===== config.mk =====
export PLATFORM = sky130hd
export DESIGN_NAME = flash_prog_ctrl
export DESIGN_NICKNAME = d
export VERILOG_FILES = /design/src/rtl/fpc_pkg.sv /design/src/rtl/fpc_edge_det.sv /design/src/rtl/fpc_addr_ctr.sv /design/src/rtl/fpc_seq.sv /design/src/rtl/flash_prog_ctrl.sv
export SDC_FILE = /design/constraint.sdc
export NUM_CORES = 1
export LEC_CHECK = 0
export BUFFER_PORTS_ARGS = -buffer_cell sky130_fd_sc_hd__buf_4
export CORE_ASPECT_RATIO = 1.75
export CORE_MARGIN = 4
export CORE_UTILIZATION = 51
export DETAILED_ROUTE_END_ITERATION = 16
export PLACE_DENSITY = 0.74
export RECOVER_POWER = 25
export SYNTH_ARGS = -nofsm -noshare
export SYNTH_HDL_FRONTEND = slang
export SYNTH_SLANG_ARGS = --single-unit

===== constraint.sdc =====
create_clock -name clk -period 2.92 [get_ports clk]
set_clock_uncertainty 0.2 [all_clocks]
set_input_delay 0.438 -clock clk [delete_from_list [all_inputs] [get_ports clk]]
set_output_delay 0.438 -clock clk [all_outputs]
set_load 0.005 [all_outputs]

===== src/rtl/fpc_pkg.sv =====
package fpc_pkg;
  localparam logic [3:0] MD_SIG   = 4'b0000;
  localparam logic [3:0] MD_READ  = 4'b0011;
  localparam logic [3:0] MD_PROG  = 4'b0111;
  localparam logic [3:0] MD_ERASE = 4'b1000;
  localparam logic [3:0] MD_LOCKB = 4'b1100;
  localparam logic [3:0] MD_LOCKA = 4'b1111;

  localparam logic [7:0] ID_BYTE0 = 8'h1E;
  localparam logic [7:0] ID_BYTE1 = 8'h41;

  typedef enum logic [1:0] {
    ST_IDLE = 2'd0,
    ST_BYTE = 2'd1,
    ST_LOCK = 2'd2
  } seq_st_e;
endpackage


===== src/rtl/fpc_edge_det.sv =====
module fpc_edge_det #(
  parameter int unsigned W = 1,
  parameter logic [W-1:0] RST_VAL = '0
) (
  input  logic         clk,
  input  logic         rst_n,
  input  logic [W-1:0] sig,
  output logic [W-1:0] rise
);
  logic [W-1:0] prev_q;

  always_ff @(posedge clk or negedge rst_n) begin
    if (!rst_n) prev_q <= RST_VAL;
    else        prev_q <= sig;
  end

  assign rise = sig & ~prev_q;
endmodule


===== src/rtl/fpc_addr_ctr.sv =====
module fpc_addr_ctr #(
  parameter int unsigned AW = 12
) (
  input  logic          clk,
  input  logic          rst_n,
  input  logic          clr,
  input  logic          step,
  output logic [AW-1:0] addr
);
  logic [AW-1:0] addr_q, addr_d;

  always_comb begin
    addr_d = addr_q;
    if (clr)       addr_d = '0;
    else if (step) addr_d = addr_q + 1'b1;
  end

  always_ff @(posedge clk or negedge rst_n) begin
    if (!rst_n) addr_q <= '0;
    else        addr_q <= addr_d;
  end

  assign addr = addr_q;
endmodule


===== src/rtl/fpc_seq.sv =====
module fpc_seq
  import fpc_pkg::*;
#(
  parameter int unsigned AW           = 12,
  parameter int unsigned WR_CYCLES    = 150,
  parameter int unsigned ERASE_CYCLES = 1000
) (
  input  logic          clk,
  input  logic          rst_n,
  input  logic          hv_en,
  input  logic          prog_rise,
  input  logic          prog_low,
  input  logic [3:0]    mode,
  input  logic [AW-1:0] addr,
  input  logic [7:0]    din,
  input  logic [7:0]    mem_rdata,
  output logic          busy,
  output logic          byte_busy,
  output logic [AW-1:0] wr_addr,
  output logic [7:0]    wr_data,
  output logic          mem_we,
  output logic [7:0]    mem_wdata,
  output logic          mem_erase,
  output logic          lock_a,
  output logic          lock_b
);
  localparam int unsigned TW = $clog2(WR_CYCLES + 1);
  localparam int unsigned EW = $clog2(ERASE_CYCLES + 1);
  localparam logic [TW-1:0] T_LOAD = TW'(WR_CYCLES - 1);
  localparam logic [EW-1:0] E_MIN  = EW'(ERASE_CYCLES);

  seq_st_e       st_q, st_d;
  logic [TW-1:0] tmr_q, tmr_d;
  logic [AW-1:0] wa_q, wa_d;
  logic [7:0]    wd_q, wd_d;
  logic          lsel_q, lsel_d;
  logic          lka_q, lka_d, lkb_q, lkb_d;
  logic [EW-1:0] lc_q, lc_d;
  logic          start;

  always_comb begin
    st_d      = st_q;
    tmr_d     = tmr_q;
    wa_d      = wa_q;
    wd_d      = wd_q;
    lsel_d    = lsel_q;
    lka_d     = lka_q;
    lkb_d     = lkb_q;
    mem_we    = 1'b0;
    mem_erase = 1'b0;
    // erase hold counter: counts low cycles of the strobe, saturating
    if (prog_low && hv_en && (mode == MD_ERASE))
      lc_d = (lc_q == E_MIN) ? lc_q : lc_q + 1'b1;
    else
      lc_d = '0;
    start = prog_rise && hv_en && (st_q == ST_IDLE);

    if (st_q != ST_IDLE) begin
      if (tmr_q == '0) begin
        st_d = ST_IDLE;
        if (st_q == ST_BYTE) mem_we = 1'b1;
        else if (lsel_q)     lkb_d  = 1'b1;
        else                 lka_d  = 1'b1;
      end else begin
        tmr_d = tmr_q - 1'b1;
      end
    end else if (start) begin
      case (mode)
        MD_PROG: if (!lka_q) begin
          st_d  = ST_BYTE;
          tmr_d = T_LOAD;
          wa_d  = addr;
          wd_d  = din;
        end
        MD_LOCKA: begin
          st_d   = ST_LOCK;
          tmr_d  = T_LOAD;
          lsel_d = 1'b0;
        end
        MD_LOCKB: begin
          st_d   = ST_LOCK;
          tmr_d  = T_LOAD;
          lsel_d = 1'b1;
        end
        MD_ERASE: if (lc_q >= E_MIN) begin
          mem_erase = 1'b1;
          lka_d     = 1'b0;
          lkb_d     = 1'b0;
        end
        default: ;
      endcase
    end
  end

  always_ff @(posedge clk or negedge rst_n) begin
    if (!rst_n) begin
      st_q   <= ST_IDLE;
      tmr_q  <= '0;
      wa_q   <= '0;
      wd_q   <= '0;
      lsel_q <= 1'b0;
      lka_q  <= 1'b0;
      lkb_q  <= 1'b0;
      lc_q   <= '0;
    end else begin
      st_q   <= st_d;
      tmr_q  <= tmr_d;
      wa_q   <= wa_d;
      wd_q   <= wd_d;
      lsel_q <= lsel_d;
      lka_q  <= lka_d;
      lkb_q  <= lkb_d;
      lc_q   <= lc_d;
    end
  end

  assign busy      = (st_q != ST_IDLE);
  assign byte_busy = (st_q == ST_BYTE);
  assign wr_addr   = wa_q;
  assign wr_data   = wd_q;
  assign mem_wdata = mem_rdata & wd_q;
  assign lock_a    = lka_q;
  assign lock_b    = lkb_q;
endmodule


===== src/rtl/flash_prog_ctrl.sv =====
module flash_prog_ctrl
  import fpc_pkg::*;
#(
  parameter int unsigned AW           = 12,
  parameter int unsigned WR_CYCLES    = 150,
  parameter int unsigned ERASE_CYCLES = 1000
) (
  input  logic          clk,
  input  logic          rst_n,
  input  logic          hv_en,
  input  logic          prog_rst,
  input  logic          addr_step,
  input  logic          prog_strobe_n,
  input  logic [3:0]    mode_sel,
  input  logic [7:0]    data_in,
  output logic [7:0]    data_out,
  output logic          data_oe,
  output logic          rdy,
  output logic [AW-1:0] mem_addr,
  output logic [7:0]    mem_wdata,
  output logic          mem_we,
  output logic          mem_erase,
  input  logic [7:0]    mem_rdata
);
  logic [2:0]    rise;
  logic [AW-1:0] addr_q;
  logic          busy, byte_busy, lock_a, lock_b;
  logic [AW-1:0] wr_addr;
  logic [7:0]    wr_data;
  logic          rd_mode;
  logic [7:0]    rd_val;

  fpc_edge_det #(.W(3), .RST_VAL(3'b100)) edge_i (
    .clk(clk), .rst_n(rst_n),
    .sig({prog_strobe_n, addr_step, prog_rst}),
    .rise(rise)
  );

  fpc_addr_ctr #(.AW(AW)) ctr_i (
    .clk(clk), .rst_n(rst_n),
    .clr(rise[0]), .step(rise[1]),
    .addr(addr_q)
  );

  fpc_seq #(.AW(AW), .WR_CYCLES(WR_CYCLES), .ERASE_CYCLES(ERASE_CYCLES)) seq_i (
    .clk(clk), .rst_n(rst_n),
    .hv_en(hv_en), .prog_rise(rise[2]), .prog_low(!prog_strobe_n),
    .mode(mode_sel), .addr(addr_q), .din(data_in), .mem_rdata(mem_rdata),
    .busy(busy), .byte_busy(byte_busy), .wr_addr(wr_addr), .wr_data(wr_data),
    .mem_we(mem_we), .mem_wdata(mem_wdata), .mem_erase(mem_erase),
    .lock_a(lock_a), .lock_b(lock_b)
  );

  assign mem_addr = mem_we ? wr_addr : addr_q;
  assign rdy      = !busy;
  assign rd_mode  = prog_rst && !hv_en && prog_strobe_n &&
                    ((mode_sel == MD_READ) || (mode_sel == MD_SIG));

  always_comb begin
    if (mode_sel == MD_SIG) begin
      if (addr_q == AW'(0))      rd_val = ID_BYTE0;
      else if (addr_q == AW'(1)) rd_val = ID_BYTE1;
      else                       rd_val = 8'hFF;
    end else if (lock_a && lock_b) begin
      rd_val = 8'hFF;
    end else if (byte_busy && (addr_q == wr_addr)) begin
      rd_val = {~wr_data[7], wr_data[6:0]};
    end else begin
      rd_val = mem_rdata;
    end
  end

  assign data_oe  = rd_mode;
  assign data_out = rd_mode ? rd_val : 8'h00;
endmodule


==> results of run 1 <==
==> per-stage QoR <==
step                      area (um2)  std cells
after global routing            4479        507
after global placement          4033        480
after floorplan                 3501        349
after detailed placement        4033        480
final                           4479        507
after CTS                       4413        502
==> routing by layer <==
metal	wire (um)	GRT usage	up-vias
met5	0	0	-
li1	-	-	1385
met2	4867	0.3903	94
met1	3443	0.2539	1460
met4	271	0.1024	0
met3	444	0.05214	25
==> layout make-up <==
class / count / area (um2)
Clock inverter: 2 / 37.54
Fill cell: 508 / 2108
Clock buffer: 14 / 264.0
Sequential cell: 58 / 1453
Multi-Input combinational cell: 253 / 1954
Tap cell: 82 / 102.6
Inverter: 17 / 63.81
Timing Repair Buffer: 81 / 604.3
==> cells in the final DEF, fill, tap and decap left out, types with 2 or more instances in the layout <==
cell type and count:
a21oi_1 6, a31oi_1 9, and2_1 9, and3_1 3
and4_1 4, buf_4 73, clkbuf_1 7, clkbuf_16 9
clkbuf_8 2, dfrtp_1 57, ha_1 6, inv_1 15
inv_2 2, mux2_2 14, mux2_4 19, nand2_1 17
nand2b_1 2, nand3_1 8, nand3b_1 2, nand4_1 17
nor2_1 31, nor2b_1 2, nor3_1 7, nor3b_1 8
nor4_1 7, o21ai_0 8, o22ai_1 2, o31ai_1 2
o41ai_1 7, o41ai_2 2, or2_2 3, or2_4 2
or4b_4 2, xnor2_1 22, xor2_1 13
==> cells by family after synthesis <==
group                      share of synthesized area
and+or+nand+nor                               0.2212
DFF                                           0.4149
muxes                                         0.1294
AOI/OAI and AO/OA                            0.07362
buffers and inverters                        0.04575
xor gates and xnor gates                     0.09006
adders and majority gates                    0.02502
==> registers in the layout, summed over array words and instances, names as in the netlist, 2 cells and up <==
register and cells:
seq_i.wr_addr 12, ctr_i.addr 12, seq_i.tmr_q 8, edge_i.prev_q 3
seq_i.st_q 2, seq_i.lc_q 10, seq_i.wr_data 8
==> power by group through the flow <==
stage,logic (W),clock network [W],registers [W]
4_1_cts,0.000190,0.00107,0.000852
2_1_floorplan,0.000103,0,0.000856
3_5_place_dp,0.000189,0,0.000864
3_3_place_gp,0.000181,0,0.000863
5_1_grt,0.000223,0.00111,0.000856
6_report,0.000201,0.00105,0.000853
==> repair_timing <==
| item | CTS | global route |
|---|---|---|
| pin swaps | 2 | 2 |
| buffers inserted | 4 | 5 |
| gates resized for setup | 10 | 8 |
| hold endpoints to repair | 7 | 0 |
| hold buffers | 1 | 0 |
| gates cloned | 1 | 0 |
| setup endpoints to repair | 13 | 20 |
==> how the worst max path moves through the flow <==
| stage | to | slack (ns) | cells after the start |
|---|---|---|---|
| global route | mem_addr[0] | -0.03 | 8 |
| floorplan | mem_addr[10] | 0.10 | 8 |
| CTS | mem_addr[7] | 0.01 | 8 |
| finish | mem_addr[7] | 0.05 | 8 |
| detailed placement | mem_addr[7] | 0.15 | 8 |
| global placement | mem_addr[1] | 0.19 | 8 |
==> worst max-delay path, delay by kind of cell (launching register included) <==
family        cells  cell delay [ns]
fa+ha+maj         1             0.12
mux               1             0.28
buf+inv           3             0.39
simple gates      3             0.71
flops             1             0.39
==> results.json, run 1 <==
{
  "hpwl_um": 6186,
  "rsz0062_at_grt": "yes",
  "setup_viol_count_final": 0,
  "clock_sinks": 58,
  "yosysWarnings": 0,
  "period_share": 0.9813,
  "dieArea_mm2": 0.008306,
  "yosys-top-cells-count": "dfrtp_1 (57), nor2_1 (32), xnor2_1 (23), mux2_4 (19)",
  "synth_top_area_share": 0.4074,
  "netlist_top_cells_area": "dfrtp_1 (41%), mux2_4 (8.1%), xnor2_1 (5.8%)",
  "grt-ovfl-total": 0,
  "die_y_um": 117.6,
  "yosysMostFrequentCell": "dfrtp_1",
  "total_power_w": 0.002107,
  "async_flop_share": 1.000,
  "ant_nets": 0,
  "drt_iter0_drc": 309,
  "worstRegToRegCells": 4,
  "max_freq_mhz": 349.0,
  "synth_seq_cells": 58,
  "setup_ws_ns": 0.05465,
  "status": "finished, final reports clean",
  "postSynthNetCount": 382,
  "final_hold_viol_count": 0,
  "grt_pass1_wl_um": 14700,
  "cp-start-kind": "register",
  "cp_cell_sequence": "inv_2, ha_4, or4b_4, nor2_4, nand3_4, buf_8, mux2_2, buf_4",
  "max-vdd-ir-drop_uv": 381.8,
  "syn-instance-count": 349,
  "start_util": 0.5314,
  "hp-class": "in -> reg",
  "clkTransAtPathRegs_ns": 0.05,
  "fin_nets": 453,
  "worstPathArrival_ns": 2.23,
  "n_antenna_cell": 0,
  "relSlewSlack": 0.04117,
  "wl_per_cell_um": 17.80,
  "pwr-share-clk": 0.500,
  "hold_path_depth": 1,
  "drv_cap": 0,
  "grt_antenna_before_repair": 0,
  "area_delta_synth_final_pct": 27.95,
  "timing.rr.end": "seq_i.wr_data[1]",
  "power_frac_seq": 0.405,
  "criticalPathCategory": "reg -> out",
  "io_pins": 58,
  "ys.flop_type": "dfrtp_1",
  "place_congestion": 0.8774,
  "slowest_stage": "or4b_4",
  "synth_top_area_cell": "dfrtp_1",
  "p_per_area_mw_per_mm2": 470.4,
  "leakage_nw": 2.040,
  "firstDrtPassIters": 4,
  "tritoncts": "done",
  "synth_enable_flop_cells": 0,
  "clkLatencyLatePin_ns": 0.32,
  "grt_max_degree": 59,
  "max_stage_delay_ns": 0.47,
  "htreeDepth": 3,
  "critPathLaunch": "seq_i.tmr_q[0]",
  "drive_above_1_share": 0.3341,
  "routed_wirelength_um": 9026,
  "cts_buffers": 9,
  "ys_seq_area_frac": 0.4149,
  "drv_slew": 0,
  "cts_buffer_depth": 2,
  "cp_data_required_time_ns": 2.28,
  "via_per_inst": 5.846,
  "io_buffers": 57,
  "hold_start": "prog_strobe_n",
  "synth_cell_types": 47,
  "vias": 2964,
  "cp_max_fo": 7,
  "min_period_ns": 2.865,
  "p_comb_frac": 0.095,
  "p_sw_w": 0.0004904,
  "cts-root-buf": "clkbuf_16",
  "p_sw_frac": 0.2327,
  "post-route-util": 0.6800,
  "syn_area_per_cell_um2": 10.03,
  "cp-end-kind": "output port",
  "grt_pass1_vias": 3048,
  "hold_slack_ns": 0.04293,
  "grt_usage": 0.2238,
  "rows": 39,
  "setup-tns-final_ns": 0,
  "power.internal_w": 0.001617,
  "design.core.area_mm2": 0.006588,
  "syn_area_mm2": 0.003501,
  "reg2reg_setup_slack_ns": 0.19,
  "drc": 0,
  "tightest_slew_ns": 1.438,
  "r2r-start": "seq_i.st_q[0]",
  "hold_end": "edge_i.prev_q[2]",
  "fp.dieW_um": 70.63,
  "dp_slack_ns": 0.1496
}
Note: power is estimated with default switching activity, not from simulation.
==> inputs of run 2 (changes only) <==
- SETUP_SLACK_MARGIN: unset -> 0.3
==> results.json, run 2 (synthesis gave the netlist of run 1 again) <==
{
  "status": "finished, violations left",
  "violations": "negative setup slack",
  "tritoncts": "done",
  "worstPathArrival_ns": 2.31,
  "layout.cells.most_common": "buf_4",
  "p_per_area_mw_per_mm2": 453.5,
  "min_period_ns": 2.946,
  "tightest_slew_ns": 1.424,
  "area_delta_synth_final_pct": 34.85,
  "die_y_um": 117.6,
  "ant_nets": 0,
  "hold_slack_ns": 0.03127,
  "grt_antenna_before_repair": 0,
  "rsz0062_at_grt": "yes",
  "clkLatencyLatePin_ns": 0.33,
  "clock_sinks": 58,
  "setup-tns-final_ns": -0.08653,
  "n_antenna_cell": 0,
  "htreeDepth": 3,
  "slowest_stage": "or4b_4",
  "max_freq_mhz": 339.4,
  "design.core.area_mm2": 0.006588,
  "cp_num_buf_inv": 2,
  "rows": 39,
  "via_per_inst": 6.120,
  "total_power_w": 0.002141,
  "cp_data_required_time_ns": 2.28,
  "vias": 3121,
  "relSlewSlack": 0.05051,
  "max_stage_delay_ns": 0.49,
  "cp-end-kind": "output port",
  "hpwl_um": 6023,
  "grt-ovfl-total": 0,
  "clkTransAtPathRegs_ns": 0.05,
  "grt_pass1_vias": 3151,
  "io_pins": 58,
  "grt_usage": 0.2346,
  "power_frac_seq": 0.397,
  "cts_buffers": 9,
  "fp.dieW_um": 70.63,
  "firstDrtPassIters": 5,
  "cts-root-buf": "clkbuf_16",
  "leakage_nw": 2.095,
  "placed_area_mm2": 0.003989,
  "final_hold_viol_count": 0,
  "setup_viol_count_final": 7,
  "drv_cap": 0,
  "final_cell_area_mm2": 0.004721,
  "hp-class": "in -> reg",
  "wl_per_cell_um": 19.80,
  "drt_iter0_drc": 374,
  "fin_nets": 456,
  "pwr-share-clk": 0.484,
  "routed_wirelength_um": 10100,
  "hold_path_depth": 1,
  "grt_pass1_wl_um": 15420,
  "cts_buffer_depth": 2,
  "criticalPathCategory": "reg -> out",
  "post-route-util": 0.7166,
  "cp_top_family": "simple AND/OR/NAND/NOR gates",
  "worstSetupPathDepth": 7,
  "p_comb_frac": 0.118,
  "period_share": 1.009,
  "p_sw_w": 0.0005275,
  "setup_ws_ns": -0.02597,
  "drive_above_1_share": 0.4206,
  "power.internal_w": 0.001613,
  "dieArea_mm2": 0.008306,
  "cts_hold_buf": 0,
  "max-vdd-ir-drop_uv": 307.0,
  "worstRegToRegCells": 4,
  "cp_max_fo": 7,
  "layout_common_cells": "buf_4 (72), dfrtp_1 (49), nor2_1 (31)",
  "p_sw_frac": 0.2464,
  "drv_slew": 0,
  "grt_max_degree": 59,
  "fillers": 464,
  "cp_cell_sequence": "inv_2, ha_4, or4b_4, nor2_4, nand3_4, mux2_2, buf_4",
  "drc": 0,
  "start_util": 0.5314,
  "cp-start-kind": "register",
  "io_buffers": 57,
  "place_congestion": 0.8590
}
==> run 2: cell types whose count changed in the layout (fill, tap and decap cells not counted), moves of 4 or more <==
cell,delta
xnor2_1,-8
xnor2_2,+7
buf_6,+4
o41ai_1,-6
dfrtp_1,-8
dfrtp_2,+8
==> run 2: layer usage <==
layer  up-vias  share of wire  GRT usage
met3        41          0.054    0.04530
met1      1554           0.36     0.2652
li1       1399              -          -
met5         -              0          0
met2       127           0.55     0.4108
met4         0          0.040     0.1188
==> run 2: cell type report <==
class | instances | area (um2) | area share
flip-flops and latches | 58 | 1463 | 0.3098
clock buffers | 11 | 242.7 | 0.05142
inverters | 17 | 63.81 | 0.01352
multi-input cells | 256 | 2182 | 0.4622
clock inverters | 5 | 53.80 | 0.01140
well taps | 82 | 102.6 | 0.02173
repair buffers | 81 | 613.1 | 0.1299
==> run 2: power by group through the flow <==
stage                     clock [W]  combinational, W  sequential [W]
after floorplan                   0          0.000103        0.000857
after global placement            0          0.000180        0.000863
after detailed placement          0          0.000187        0.000863
after CTS                   0.00105          0.000211        0.000852
after global routing        0.00109          0.000276        0.000852
final                       0.00104          0.000254        0.000850
==> run 2: path summary, 6_finish.rpt <==
path | startpoint | end | slack [ns]
max | seq_i.tmr_q[1] | mem_addr[6] | -0.03
min reg2reg | seq_i.wr_data[5] | seq_i.wr_data[5] | 0.33
min in group asynchronous | rst_n | ctr_i.addr[5] | 0.25
min | prog_strobe_n | edge_i.prev_q[2] | 0.03
max in group asynchronous | rst_n | seq_i.st_q[0] | 1.32
max reg2reg | seq_i.st_q[1] | seq_i.wr_addr[5] | 0.33
==> run 2: what timing repair did <==
item	in CTS	in global routing
endpoints found under the setup margin	42	33
cloned	2	1
buffers inserted	8	11
pin swaps	8	9
resized for setup	29	27
==> run 2: worst reg2reg max path, stage by stage (launching register included) <==
cell and delay, ns:
dfrtp_2 0.42, or4b_4 0.57, or2_4 0.29, or4_4 0.65, mux2_4 0.34
==> run 2: through the flow <==
stage	setup WS [ns]	std cells
floorplan	0.4121	349
global placement	0.2048	472
detailed placement	0.1221	472
CTS	0.03968	498
global route	-0.06466	510
finish	-0.02597	510
